[src/rtl/frame_linear_vtg_pkg.sv]
package frame_linear_vtg_pkg;
   localparam int CFG_DW = 32;
   localparam int HI_LSB = 16;
   localparam int POL_H_BIT = 0;
   localparam int POL_V_BIT = 1;
   localparam int REC_BIT = 31;

   typedef enum logic [3:0] {
      RA_ENABLE = 4'd0,
      RA_HLINE  = 4'd1,
      RA_FRAME  = 4'd2,
      RA_VLEN   = 4'd3,
      RA_HWIN   = 4'd4,
      RA_VSTART = 4'd5,
      RA_VEND   = 4'd6,
      RA_BORDER = 4'd7,
      RA_UFLOW  = 4'd8,
      RA_SKEW   = 4'd9,
      RA_POL    = 4'd10
   } reg_addr_e;
endpackage

[src/rtl/frame_linear_vtg_regs.sv]
module frame_linear_vtg_regs
   import frame_linear_vtg_pkg::*;
#(
   parameter int HW = 12,
   parameter int FW = 24,
   parameter int CW = 24,
   parameter bit SHADOW = 1'b1
) (
   input  logic              clk,
   input  logic              rst_n,
   input  logic              we,
   input  logic [3:0]        addr,
   input  logic [CFG_DW-1:0] wdata,
   input  logic              load,
   output logic              en_req,
   output logic [HW-1:0]     a_htot,
   output logic [HW-1:0]     a_hpw,
   output logic [HW-1:0]     a_hstart,
   output logic [HW-1:0]     a_hend,
   output logic [FW-1:0]     a_period,
   output logic [FW-1:0]     a_vlen,
   output logic [FW-1:0]     a_vstart,
   output logic [FW-1:0]     a_vend,
   output logic [FW-1:0]     a_skew,
   output logic [CW-1:0]     a_border,
   output logic [CW-1:0]     a_fill,
   output logic              a_rec,
   output logic              a_hpol,
   output logic              a_vpol
);
   localparam int SET_W = 4 * HW + 5 * FW + 2 * CW + 3;

   logic [HW-1:0] s_htot, s_hpw, s_hstart, s_hend;
   logic [FW-1:0] s_period, s_vlen, s_vstart, s_vend, s_skew;
   logic [CW-1:0] s_border, s_fill;
   logic          s_rec, s_hpol, s_vpol;
   logic [SET_W-1:0] shadow_set, active_set;

   always_ff @(posedge clk or negedge rst_n) begin
      if (!rst_n) begin
         en_req   <= 1'b0;
         s_htot   <= '0;
         s_hpw    <= '0;
         s_hstart <= '0;
         s_hend   <= '0;
         s_period <= '0;
         s_vlen   <= '0;
         s_vstart <= '0;
         s_vend   <= '0;
         s_skew   <= '0;
         s_border <= '0;
         s_fill   <= '0;
         s_rec    <= 1'b0;
         s_hpol   <= 1'b0;
         s_vpol   <= 1'b0;
      end else if (we) begin
         case (reg_addr_e'(addr))
            RA_ENABLE: en_req <= wdata[0];
            RA_HLINE: begin
               s_hpw  <= wdata[HW-1:0];
               s_htot <= wdata[HI_LSB+HW-1:HI_LSB];
            end
            RA_FRAME:  s_period <= wdata[FW-1:0];
            RA_VLEN:   s_vlen   <= wdata[FW-1:0];
            RA_HWIN: begin
               s_hstart <= wdata[HW-1:0];
               s_hend   <= wdata[HI_LSB+HW-1:HI_LSB];
            end
            RA_VSTART: s_vstart <= wdata[FW-1:0];
            RA_VEND:   s_vend   <= wdata[FW-1:0];
            RA_BORDER: s_border <= wdata[CW-1:0];
            RA_UFLOW: begin
               s_fill <= wdata[CW-1:0];
               s_rec  <= wdata[REC_BIT];
            end
            RA_SKEW:   s_skew <= wdata[FW-1:0];
            RA_POL: begin
               s_hpol <= wdata[POL_H_BIT];
               s_vpol <= wdata[POL_V_BIT];
            end
            default: ;
         endcase
      end
   end

   assign shadow_set = {s_htot, s_hpw, s_hstart, s_hend,
                        s_period, s_vlen, s_vstart, s_vend, s_skew,
                        s_border, s_fill, s_rec, s_hpol, s_vpol};

   generate
      if (SHADOW) begin : g_shadowed
         always_ff @(posedge clk or negedge rst_n) begin
            if (!rst_n)
               active_set <= '0;
            else if (load)
               active_set <= shadow_set;
         end
      end else begin : g_direct
         assign active_set = shadow_set;
      end
   endgenerate

   assign {a_htot, a_hpw, a_hstart, a_hend,
           a_period, a_vlen, a_vstart, a_vend, a_skew,
           a_border, a_fill, a_rec, a_hpol, a_vpol} = active_set;
endmodule

[src/rtl/frame_linear_vtg_cnt.sv]
module frame_linear_vtg_cnt #(
   parameter int HW = 12,
   parameter int FW = 24
) (
   input  logic          clk,
   input  logic          rst_n,
   input  logic          en_req,
   input  logic [HW-1:0] htot,
   input  logic [FW-1:0] period,
   output logic          running,
   output logic [HW-1:0] hcnt,
   output logic [FW-1:0] fcnt,
   output logic          frame_end,
   output logic          load
);
   logic line_end;

   assign frame_end = running && (fcnt == period - 1'b1);
   assign line_end  = (hcnt == htot - 1'b1);
   assign load      = en_req && (!running || frame_end);

   always_ff @(posedge clk or negedge rst_n) begin
      if (!rst_n) begin
         running <= 1'b0;
         hcnt    <= '0;
         fcnt    <= '0;
      end else if (!running || frame_end) begin
         hcnt    <= '0;
         fcnt    <= '0;
         running <= en_req;
      end else begin
         fcnt <= fcnt + 1'b1;
         hcnt <= line_end ? '0 : hcnt + 1'b1;
      end
   end
endmodule

[src/rtl/frame_linear_vtg_out.sv]
module frame_linear_vtg_out #(
   parameter int HW = 12,
   parameter int FW = 24,
   parameter int CW = 24,
   parameter bit OUT_REG = 1'b1
) (
   input  logic          clk,
   input  logic          rst_n,
   input  logic          running,
   input  logic [HW-1:0] hcnt,
   input  logic [FW-1:0] fcnt,
   input  logic [HW-1:0] hpw,
   input  logic [HW-1:0] hstart,
   input  logic [HW-1:0] hend,
   input  logic [FW-1:0] vlen,
   input  logic [FW-1:0] vstart,
   input  logic [FW-1:0] vend,
   input  logic [FW-1:0] skew,
   input  logic          hpol,
   input  logic          vpol,
   input  logic [CW-1:0] border,
   input  logic [CW-1:0] fill,
   input  logic          rec,
   input  logic [CW-1:0] pix_in,
   input  logic          underflow,
   output logic          hsync,
   output logic          vsync,
   output logic          de,
   output logic [CW-1:0] pix_out
);
   logic [FW-1:0] v_lo, v_hi;
   logic          in_h, in_v;
   logic          hs_n, vs_n, de_n;
   logic [CW-1:0] pix_n, active_pix;

   assign v_lo = vstart + skew;
   assign v_hi = vend + skew;
   assign in_h = (hcnt >= hstart) && (hcnt <= hend);
   assign in_v = (fcnt >= v_lo) && (fcnt <= v_hi);

   assign hs_n = (running && (hcnt < hpw)) ^ hpol;
   assign vs_n = (running && (fcnt < vlen)) ^ vpol;
   assign de_n = running && in_h && in_v;

   assign active_pix = (underflow && rec) ? fill : pix_in;
   always_comb begin
      if (!running)
         pix_n = '0;
      else if (de_n)
         pix_n = active_pix;
      else
         pix_n = border;
   end

   generate
      if (OUT_REG) begin : g_reg
         always_ff @(posedge clk or negedge rst_n) begin
            if (!rst_n) begin
               hsync   <= 1'b0;
               vsync   <= 1'b0;
               de      <= 1'b0;
               pix_out <= '0;
            end else begin
               hsync   <= hs_n;
               vsync   <= vs_n;
               de      <= de_n;
               pix_out <= pix_n;
            end
         end
      end else begin : g_comb
         assign hsync   = hs_n;
         assign vsync   = vs_n;
         assign de      = de_n;
         assign pix_out = pix_n;
      end
   endgenerate
endmodule

[src/rtl/frame_linear_vtg.sv]
module frame_linear_vtg
   import frame_linear_vtg_pkg::*;
#(
   parameter int HW = 12,
   parameter int FW = 24,
   parameter int CW = 24,
   parameter bit SHADOW = 1'b1,
   parameter bit OUT_REG = 1'b1
) (
   input  logic              clk,
   input  logic              rst_n,
   input  logic              cfg_we,
   input  logic [3:0]        cfg_addr,
   input  logic [CFG_DW-1:0] cfg_wdata,
   input  logic [CW-1:0]     pix_in,
   input  logic              pix_underflow,
   output logic              hsync,
   output logic              vsync,
   output logic              disp_en,
   output logic [CW-1:0]     pix_out
);
   generate
      if (HW < 2 || HW > CFG_DW - HI_LSB) begin : g_bad_hw
         $error("HW must lie in 2..16");
      end
      if (FW < HW || FW > CFG_DW) begin : g_bad_fw
         $error("FW must lie in HW..32");
      end
      if (CW < 1 || CW > REC_BIT) begin : g_bad_cw
         $error("CW must lie in 1..31");
      end
   endgenerate

   logic          en_req, load, running, frame_end;
   logic [HW-1:0] a_htot, a_hpw, a_hstart, a_hend, hcnt;
   logic [FW-1:0] a_period, a_vlen, a_vstart, a_vend, a_skew, fcnt;
   logic [CW-1:0] a_border, a_fill;
   logic          a_rec, a_hpol, a_vpol;

   frame_linear_vtg_regs #(.HW(HW), .FW(FW), .CW(CW), .SHADOW(SHADOW)) u_regs (
      .clk(clk), .rst_n(rst_n), .we(cfg_we), .addr(cfg_addr), .wdata(cfg_wdata),
      .load(load), .en_req(en_req),
      .a_htot(a_htot), .a_hpw(a_hpw), .a_hstart(a_hstart), .a_hend(a_hend),
      .a_period(a_period), .a_vlen(a_vlen), .a_vstart(a_vstart), .a_vend(a_vend),
      .a_skew(a_skew), .a_border(a_border), .a_fill(a_fill), .a_rec(a_rec),
      .a_hpol(a_hpol), .a_vpol(a_vpol)
   );

   frame_linear_vtg_cnt #(.HW(HW), .FW(FW)) u_cnt (
      .clk(clk), .rst_n(rst_n), .en_req(en_req), .htot(a_htot), .period(a_period),
      .running(running), .hcnt(hcnt), .fcnt(fcnt), .frame_end(frame_end),
      .load(load)
   );

   frame_linear_vtg_out #(.HW(HW), .FW(FW), .CW(CW), .OUT_REG(OUT_REG)) u_out (
      .clk(clk), .rst_n(rst_n), .running(running), .hcnt(hcnt), .fcnt(fcnt),
      .hpw(a_hpw), .hstart(a_hstart), .hend(a_hend), .vlen(a_vlen),
      .vstart(a_vstart), .vend(a_vend), .skew(a_skew), .hpol(a_hpol),
      .vpol(a_vpol), .border(a_border), .fill(a_fill), .rec(a_rec),
      .pix_in(pix_in), .underflow(pix_underflow),
      .hsync(hsync), .vsync(vsync), .de(disp_en), .pix_out(pix_out)
   );
endmodule

[config.mk]
export PLATFORM = sky130hd
export DESIGN_NAME = frame_linear_vtg
export DESIGN_NICKNAME = d
export VERILOG_FILES = /design/src/rtl/frame_linear_vtg_pkg.sv /design/src/rtl/frame_linear_vtg_regs.sv /design/src/rtl/frame_linear_vtg_cnt.sv /design/src/rtl/frame_linear_vtg_out.sv /design/src/rtl/frame_linear_vtg.sv
export SDC_FILE = /design/constraint.sdc
export NUM_CORES = 1
export LEC_CHECK = 0
export BUFFER_PORTS_ARGS = -buffer_cell sky130_fd_sc_hd__clkbuf_2
export CAP_MARGIN = 0
export CORE_UTILIZATION = 40
export DETAILED_ROUTE_END_ITERATION = 6
export MAX_ROUTING_LAYER = met4
export PLACE_DENSITY_LB_ADDON = 0.12
export SYNTH_ARGS = -nofsm -noshare
export SYNTH_HDL_FRONTEND = slang
export SYNTH_HIERARCHICAL = 1
export SYNTH_SLANG_ARGS = --single-unit
[constraint.sdc]
create_clock -name clk -period 4.6 [get_ports clk]
set_clock_uncertainty 0.1 [all_clocks]
set_input_delay 0.46 -clock clk [delete_from_list [all_inputs] [get_ports clk]]
set_output_delay 0.46 -clock clk [all_outputs]
set_load 0.02 [all_outputs]
==> results of run 1 <==
what timing repair did:
item / in CTS / in global routing
endpoints found under the hold margin: 111 / 0
setup endpoints to repair: 25 / 25
setup buffers: 5 / 2
pin swaps: 13 / 4
resized for setup: 12 / 10
gates cloned: 1 / 0
hold buffers: 6 / 0
per-stage QoR:
| stage | util, % | instance area (µm²) | setup TNS, ns |
|---|---|---|---|
| after floorplan | - | 25450 | 0 |
| after global placement | 42.83 | 26970 | -2.277 |
| after detailed placement | 42.83 | 26970 | -4.222 |
| after CTS | 45.96 | 28940 | 0 |
| after global routing | 46.01 | 28970 | -3.451 |
| final | 46.01 | 28970 | 0 |
sequential cells by signal, indices dropped and copies added (netlist names), 24 cells and up:
register,cells
u_regs/s_border,24
u_regs/s_vend,24
u_regs/s_fill,24
u_cnt/fcnt,24
u_regs/s_skew,24
u_regs/s_vstart,24
u_out/pix_out,24
u_regs/s_period,24
u_regs/active_set,219
u_regs/s_vlen,24
power by group through the flow:
| stage | logic [µW] | registers, µW | clock network [µW] |
|---|---|---|---|
| final | 4620 | 6250 | 4340 |
| after floorplan | 3340 | 6120 | 0 |
| after global routing | 5160 | 6420 | 4650 |
| after detailed placement | 4540 | 6340 | 0 |
| after global placement | 4440 | 6300 | 0 |
| after CTS | 4620 | 6270 | 4480 |
routing by layer:
metal / GRT usage (%) / routed length, µm / vias to the layer above
li1: - / - / 7508
met1: 27.31 / 29330 / 8201
met2: 32.74 / 29620 / 198
met3: 2.164 / 1573 / 77
met4: 4.888 / 1091 / 0
met5: - / 0 / -
cell usage in the layout (no fill, tap or decap), types with 12 or more instances in the layout:
cell / count
dfrtp_1: 503
mux2_2: 399
ha_1: 155
inv_1: 87
clkbuf_2: 86
nand2_1: 74
nor2_1: 71
xor2_1: 66
a21oi_1: 57
clkbuf_16: 56
mux2i_1: 51
xnor2_1: 48
o21ai_0: 43
mux2_4: 40
a21o_1: 37
nand3_1: 30
nand4_1: 28
buf_4: 27
nor3_1: 22
and3_1: 20
nor2b_1: 17
nor2_2: 15
clkbuf_1: 14
clkbuf_8: 13
nand2b_1: 13
buf_12: 12
a211oi_1: 12
a31oi_1: 12
tightest hold or removal path, stage by stage:
cell and delay (ns):
clkbuf_2 0.08, mux2i_1 0.05, mux2i_1 0.11
worst paths after layout:
path                                       start                     end  depth (start not counted)
setup / recovery           u_regs/active_set[75]        u_out/pix_out[8]                         22
setup reg to reg           u_regs/active_set[75]        u_out/pix_out[8]                         22
max in group asynchronous                  rst_n      u_regs/s_border[6]                          3
hold reg to reg             u_regs/active_set[0]             u_out/vsync                          1
hold / removal                        pix_in[20]       u_out/pix_out[20]                          3
min in group asynchronous                  rst_n  u_regs/active_set[202]                          2
layout make-up:
type / instances / area, µm²
Fill cell: 5692 / 34000
Sequential cell: 503 / 12590
Multi-Input combinational cell: 1358 / 12260
Clock buffer: 83 / 1633
Tap cell: 846 / 1059
Timing Repair Buffer: 133 / 959.7
Inverter: 88 / 330.3
Clock inverter: 13 / 141.4
==> results.md, run 1 <==
* CP arrival at 4.98 ns
* CP peak stage delay at 0.38 ns
* Min Tclk post-route at 4.598 ns
* WL/cell at 20.37 µm
* RSZ-0062 raised after global routing: true
* CTS Buffer Depth at 3
* Reg clk slew, reported paths at 0.06 ns
* Cell Rows at 92
* Full die area at 64630 µm²
* Grt total ovfl at 0
* Vias in the first global route at 16750
* Total CTS buffers at 55
* GRT Total Usage at 20.27%
* Psw at 4931 µW
* Root Buffer: clkbuf_16
* First drt pass iteration count at 6
* Setup slack after layout at 0.002211 ns
* Clk_lat worst skew at 0.60 ns
* Initial antenna violation count at 3
* Leak at 0.01410 µW
* Slew @ Worst Pin at 1.158 ns
* Internal power at 10280 µW
* CTS tree: built
* Placeable Area at 62970 µm²
* DRT Wirelength at 61.61 mm
* Htree depth at 2
* Relative slew slack at 22.77%
* Syn avg cell area at 12.65 µm²
* Switch share at 32.41%
* Most frequent CP cell: buf_12
* CP delay by family, top: compound AO/OA/AOI/OAI gates
* Failing checks: DRC
* Final period utilization at 99.95%
* Initial Util at 40.42%
* Max FO, Critical Path at 6
* CP bufs+invs at 5
* Slowest cell on crit path: dfrtp_1
* Fin. Hold Viols at 0
* Worst endpoint required time at 4.98 ns
* First-pass GRT wire length at 97.98 mm
* Peak VDD IR at 0.2673 mV
* Status: finished, violations left
* Die Y-Extent at 254.2 µm
* Largest net degree at the start of global routing at 108
* Placer Congestion at 0.8302
* Antenna Nets Post-Route at 0
* Worst slack, placed at -0.1843 ns
* Hold Worst Slack at 0.04640 ns
* Crit Path Category: register to register
* Final Max Slew Viols at 0
* Die W at 254.2 µm
* IO Pins at 91
* Post-Syn Instances at 2011
* Setup slack, reg-to-reg at 0.002 ns
* Final setup viols at 0
* Max frequency at 0.2175 GHz
* Number of placed instances, taps included at 2915
* Max_cap viols at 0
* Vias/cell at 5.286
* Yosys warns at 6
* Critical Path Sink Type: register
* Drt initial violations at 679
* DP HPWL at 41.50 mm
* Clk pwr share at 28.5%
* Sequential share of power at 41.1%
* Type of origin of the critical path: register
* Inserted Diodes at 0
* Clock sinks at 503
* Post-Syn Area at 25450 µm²
* Power share of the combinational group at 30.4%
* Layout Cells excl Fill at 3024
* Nets@finish at 2361
* Share of cells above drive strength 1 at 32.51%
* Cell breakdown of the critical path: ha_2, inv_2, fa_2, nor2b_2, o31a_1, o31ai_2, buf_4, a211oi_2, a211o_1, a21o_1, a221oi_2, xor2_1, ha_1, nand4_1, nor4_2, nand2_1, buf_6, o31ai_4, o211ai_4, buf_12, buf_12, mux2i_1
* Mapped Nets at 2233
* Min-delay worst type: input port to register
* DRC violations left at 1
* Power Dens Cells at 525.1 nW/µm²
* Vias at 15980
* Pwr Total at 15210 µW
* Port Buffers at 87
* P&R area growth vs syn at 13.83%
Power figures use the tool's default switching activity.
==> run 2: changes to the inputs <==
BUFFER_PORTS_ARGS = default   (was -buffer_cell sky130_fd_sc_hd__clkbuf_2)
DONT_BUFFER_PORTS = 1   (was default)
==> results.md, run 2 (synthesized netlist as in run 1, its figures left out) <==
* Vias at 15910
* Peak VDD IR at 0.2733 mV
* Critical Path Sink Type: register
* WL/cell at 20.83 µm
* Post-CTS Hold Fix Bufs at 56
* CP arrival at 4.93 ns
* First-pass GRT wire length at 98.16 mm
* Largest net degree at the start of global routing at 504
* Max frequency at 0.2215 GHz
* Share of cells above drive strength 1 at 29.23%
* DRC violations left at 2
* Die Y-Extent at 254.2 µm
* R2R Path Start: u_regs/active_set[76]
* Relative slew slack at -23.11%
* Htree depth at 2
* P&R area growth vs syn at 14.08%
* Max_cap viols at 0
* Most frequent cells in the layout: 503 x dfrtp_1, 399 x mux2_2, 154 x ha_1
* Placer Congestion at 0.8269
* Initial Util at 40.42%
* Most common cell after layout, fill and taps aside: dfrtp_1
* Root Buffer: clkbuf_16
* Fin. Hold Viols at 503
* Initial antenna violation count at 5
* Crit path launch: u_regs/active_set[76]
* Path depth of the worst reg2reg path at 18
* Max reg flops at 219
* Worst slack, placed at -0.1882 ns
* Cell Rows at 92
* Clock sinks at 503
* Full die area at 64630 µm²
* Worst endpoint required time at 5.02 ns
* Antenna Nets Post-Route at 0
* IO Pins at 91
* Nets@finish at 2322
* Type of origin of the critical path: register
* DP HPWL at 40.80 mm
* Fill cells at 5731
* Leak at 0.01394 µW
* First drt pass iteration count at 7
* Finished Core Util at 46.11%
* RSZ-0062 raised after global routing: true
* GRT Total Usage at 20.45%
* Min-delay worst type: input port to asynchronous set/reset pin
* Reg clk slew, reported paths at 0.06 ns
* Setup slack after layout at 0.08593 ns
* Grt total ovfl at 0
* R2r endpoint: u_out/pix_out[11]
* Max FO, Critical Path at 6
* Crit Path Category: register to register
* Final period utilization at 98.13%
* Vias in the first global route at 16560
* Die W at 254.2 µm
* Vias/cell at 5.317
* Final Max Slew Viols at 289
* Power Dens Cells at 521.5 nW/µm²
* DRT Wirelength at 62.34 mm
* Drt initial violations at 971
* Worst setup endpoint: u_out/pix_out[11]
* Final setup viols at 0
* Total CTS buffers at 54
* Reg with most FFs: u_regs/active_set
* Port Buffers at 0
* CTS tree: built
* Slew @ Worst Pin at 1.847 ns
* Placeable Area at 62970 µm²
* Status: finished, violations left
* Min Tclk post-route at 4.514 ns
* Clk_lat worst skew at 0.61 ns
* Setup slack, reg-to-reg at 0.09 ns
* Hold Worst Slack at -0.5296 ns
* Failing checks: DRC, hold timing, slew limit
* CTS Buffer Depth at 3
* Pwr Total at 15140 µW
[run 2: power breakdown]
group / switching, µW / internal [µW]
clock: 1800 / 2600
combinational: 2160 / 2230
sequential: 874 / 5480
total: 4830 / 10300
[run 2: final cells by class]
| type | count | area (µm²) | area share (%) |
|---|---|---|---|
| diodes | 2 | 5.005 | 0.01724 |
| clock buffers | 82 | 1587 | 5.465 |
| clock inverters | 19 | 219.0 | 0.7542 |
| inverters | 88 | 330.3 | 1.138 |
| multi-input cells | 1358 | 12270 | 42.27 |
| flip-flops and latches | 503 | 12590 | 43.36 |
| well taps | 846 | 1059 | 3.646 |
| repair buffers | 95 | 973.4 | 3.353 |
[run 2: worst max-delay path, stage by stage (launching register included)]
cell	delay (ns)
dfrtp_1	0.40
ha_1	0.32
a211o_1	0.33
a21oi_2	0.16
o21a_2	0.21
o211ai_1	0.13
a221o_1	0.42
o21ba_2	0.25
xnor2_1	0.14
ha_1	0.33
nand4_1	0.16
nor4_2	0.33
nand2_1	0.11
o211ai_1	0.26
o31ai_4	0.14
o211ai_4	0.12
buf_12	0.16
buf_12	0.14
mux2i_1	0.19
[run 2: layer usage]
| metal | track usage, % | part of all wire, % |
|---|---|---|
| met3 | 2.776 | 3.4 |
| met2 | 31.71 | 46 |
| met5 | - | 0 |
| met1 | 27.84 | 48 |
| met4 | 6.162 | 2.5 |
[run 2: worst min path at each step]
stage | start | endpoint | slack (ns)
6_report | rst_n | u_cnt/hcnt[10] | -0.53
5_1_grt | rst_n | u_cnt/hcnt[10] | -0.58
4_1_cts | rst_n | u_regs/s_htot[10] | -0.56
3_5_place_dp | rst_n | u_cnt/hcnt[10] | 0.1
3_3_place_gp | rst_n | u_regs/s_htot[10] | 0.10
2_1_floorplan | rst_n | u_cnt/fcnt[0] | 0.06
[run 2: what timing repair did]
| item | in CTS | in global routing |
|---|---|---|
| hold endpoints to repair | 747 | 503 |
| pin swaps | 11 | 4 |
| gates cloned | 2 | 0 |
| gates resized for setup | 19 | 9 |
| setup endpoints to repair | 25 | 25 |
| buffers inserted | 3 | 3 |
[run 2: per-stage QoR]
stage	hold WS, ns	instances	setup TNS [ns]	area (µm²)
final	-0.5296	2993	0	29030
after global routing	-0.5795	2991	-3.261	29030
after CTS	-0.5639	2990	0	29020
after detailed placement	0.09940	2828	-4.313	26470
after global placement	0.1019	2828	-2.882	26470
after floorplan	0.06441	2011	0	25450
==> run 3: changes to the inputs <==
CTS_BUF_LIST = sky130_fd_sc_hd__clkbuf_8   (was default)
clock period = 5.4 ns   (was 4.6 ns; I/O delays follow)
==> results.md, run 3 (synthesized netlist as in run 1, its figures left out) <==
* Antenna Nets Post-Route at 0
* Port Buffers at 0
* Vias/cell at 5.296
* Largest net degree at the start of global routing at 504
* Status: finished, violations left
* RSZ-0062 raised after global routing: false
* Full die area at 64630 µm²
* Slew @ Worst Pin at 1.182 ns
* Relative slew slack at 21.21%
* Footprint of the multi-input gates at 12170 µm²
* Share of cells above drive strength 1 at 29.25%
* Min-delay worst type: input port to asynchronous set/reset pin
* Nets@finish at 2331
* Most common cell after layout, fill and taps aside: dfrtp_1
* R2r endpoint: u_out/pix_out[10]
* Initial Util at 40.42%
* Dpl cell area at 26300 µm²
* Vias at 16050
* WL/cell at 20.13 µm
* Reg area at 12590 µm²
* Final period utilization at 91.59%
* Setup bufs post-CTS at 0
* Cell breakdown of the critical path: ha_1, inv_1, fa_1, nor2b_1, o31a_1, o31ai_2, a211oi_1, a211o_1, a21o_1, a41oi_1, xor2_1, ha_1, nand4_1, nor4_1, nand2_1, o31ai_1, o211ai_4, buf_12, mux2i_1
* CP peak stage delay at 0.42 ns
* Vias in the first global route at 16580
* Cell Rows at 92
* Die Y-Extent at 254.2 µm
* Die W at 254.2 µm
* DRT Wirelength at 60.99 mm
* Fill cells at 5797
* Leak at 0.01395 µW
* Htree depth at 3
* Max reg flops at 219
* Initial antenna violation count at 12
* Post_cts resized at 0
* Reg clk slew, reported paths at 0.06 ns
* Peak VDD IR at 0.1904 mV
* Max_cap viols at 0
* Drt initial violations at 740
* Final setup viols at 0
* Final Instance Area at 28780 µm²
* Min Tclk post-route at 4.946 ns
* First drt pass iteration count at 5
* Final Max Slew Viols at 0
* Type of origin of the critical path: register
* Placer Congestion at 0.8420
* Slowest cell on crit path: o31ai_1
* GRT Total Usage at 20.05%
* Worst endpoint required time at 5.85 ns
* Worst setup endpoint: u_out/pix_out[10]
* CTS tree: built
* Fin. Hold Viols at 503
* First-pass GRT wire length at 95.89 mm
* Most frequent CP cell: ha_1
* P&R area growth vs syn at 13.09%
* Max frequency at 0.2022 GHz
* Root Buffer: clkbuf_8
* Setup TNS at 0 ns
* Hold Worst Slack at -0.5172 ns
* Reg with most FFs: u_regs/active_set
* Crit Path Category: register to register
* CTS Buffer Depth at 3
* Most frequent cells in the layout: 503 x dfrtp_1, 399 x mux2_2, 156 x ha_1
* CP arrival at 5.40 ns
* Path depth of the worst reg2reg path at 19
* DP HPWL at 39.83 mm
* R2R Path Start: u_regs/active_set[51]
* Max FO, Critical Path at 25
* Placeable Area at 62970 µm²
* Power Dens Cells at 441.5 nW/µm²
* IO Pins at 91
* Setup slack, reg-to-reg at 0.45 ns
* Crit path launch: u_regs/active_set[51]
* Post-CTS Hold Fix Bufs at 56
* Grt total ovfl at 0
* Clk_lat worst skew at 0.69 ns
* Failing checks: hold timing
* Total CTS buffers at 89
* DRC violations left at 0
* Critical Path Sink Type: register
* Clock sinks at 503
## run 3: cell type report
type,instances,share of cell area (%)
Multi-Input combinational cell,1358,42.30
Timing Repair Buffer,69,2.461
Sequential cell,503,43.74
Clock buffer,116,5.548
Clock inverter,44,1.078
Tap cell,846,3.678
Antenna cell,6,0.05217
Inverter,88,1.148
## run 3: power breakdown
group,leakage [µW],total (µW),internal (µW),switching (µW)
Clock,0.00107,3700,2080,1620
Combinational,0.00637,3600,1820,1780
Sequential,0.00652,5410,4670,741
## run 3: worst max-delay path: cells and delay by family (launching register included)
family / cells / cell delay (ns)
DFF: 1 / 0.40
and+or+nand+nor: 4 / 0.77
buffers and inverters: 2 / 0.29
adders and majority gates: 3 / 0.75
muxes: 1 / 0.15
AOI/OAI and AO/OA: 8 / 2.23
xor gates and xnor gates: 1 / 0.10
## run 3: worst min-delay path by stage
| stage | startpoint | slack, ns | to |
|---|---|---|---|
| floorplan | rst_n | 0.14 | u_cnt/fcnt[0] |
| global placement | rst_n | 0.18 | u_cnt/hcnt[11] |
| detailed placement | rst_n | 0.18 | u_regs/s_hend[10] |
| CTS | rst_n | -0.58 | u_regs/active_set[200] |
| global route | rst_n | -0.58 | u_cnt/hcnt[10] |
| finish | rst_n | -0.52 | u_regs/s_hend[10] |
## run 3: through the flow
step | setup WS, ns | cells | hold WS [ns] | total power, µW | util [%]
2_1_floorplan | 1.151 | 2011 | 0.1444 | 8062 | -
3_3_place_gp | 0.5218 | 2808 | 0.1817 | 8877 | 41.76
3_5_place_dp | 0.4873 | 2808 | 0.1824 | 9007 | 41.76
4_1_cts | 0.4485 | 3024 | -0.5776 | 12890 | 45.68
5_1_grt | 0.07770 | 3030 | -0.5817 | 13620 | 45.71
6_report | 0.4540 | 3030 | -0.5172 | 12710 | 45.71
## run 3: routing by layer
metal | wire [µm] | track usage, %
met2 | 28090 | 30.76
met4 | 1624 | 6.523
met3 | 1905 | 3.480
met5 | 0 | -
met1 | 29370 | 26.88
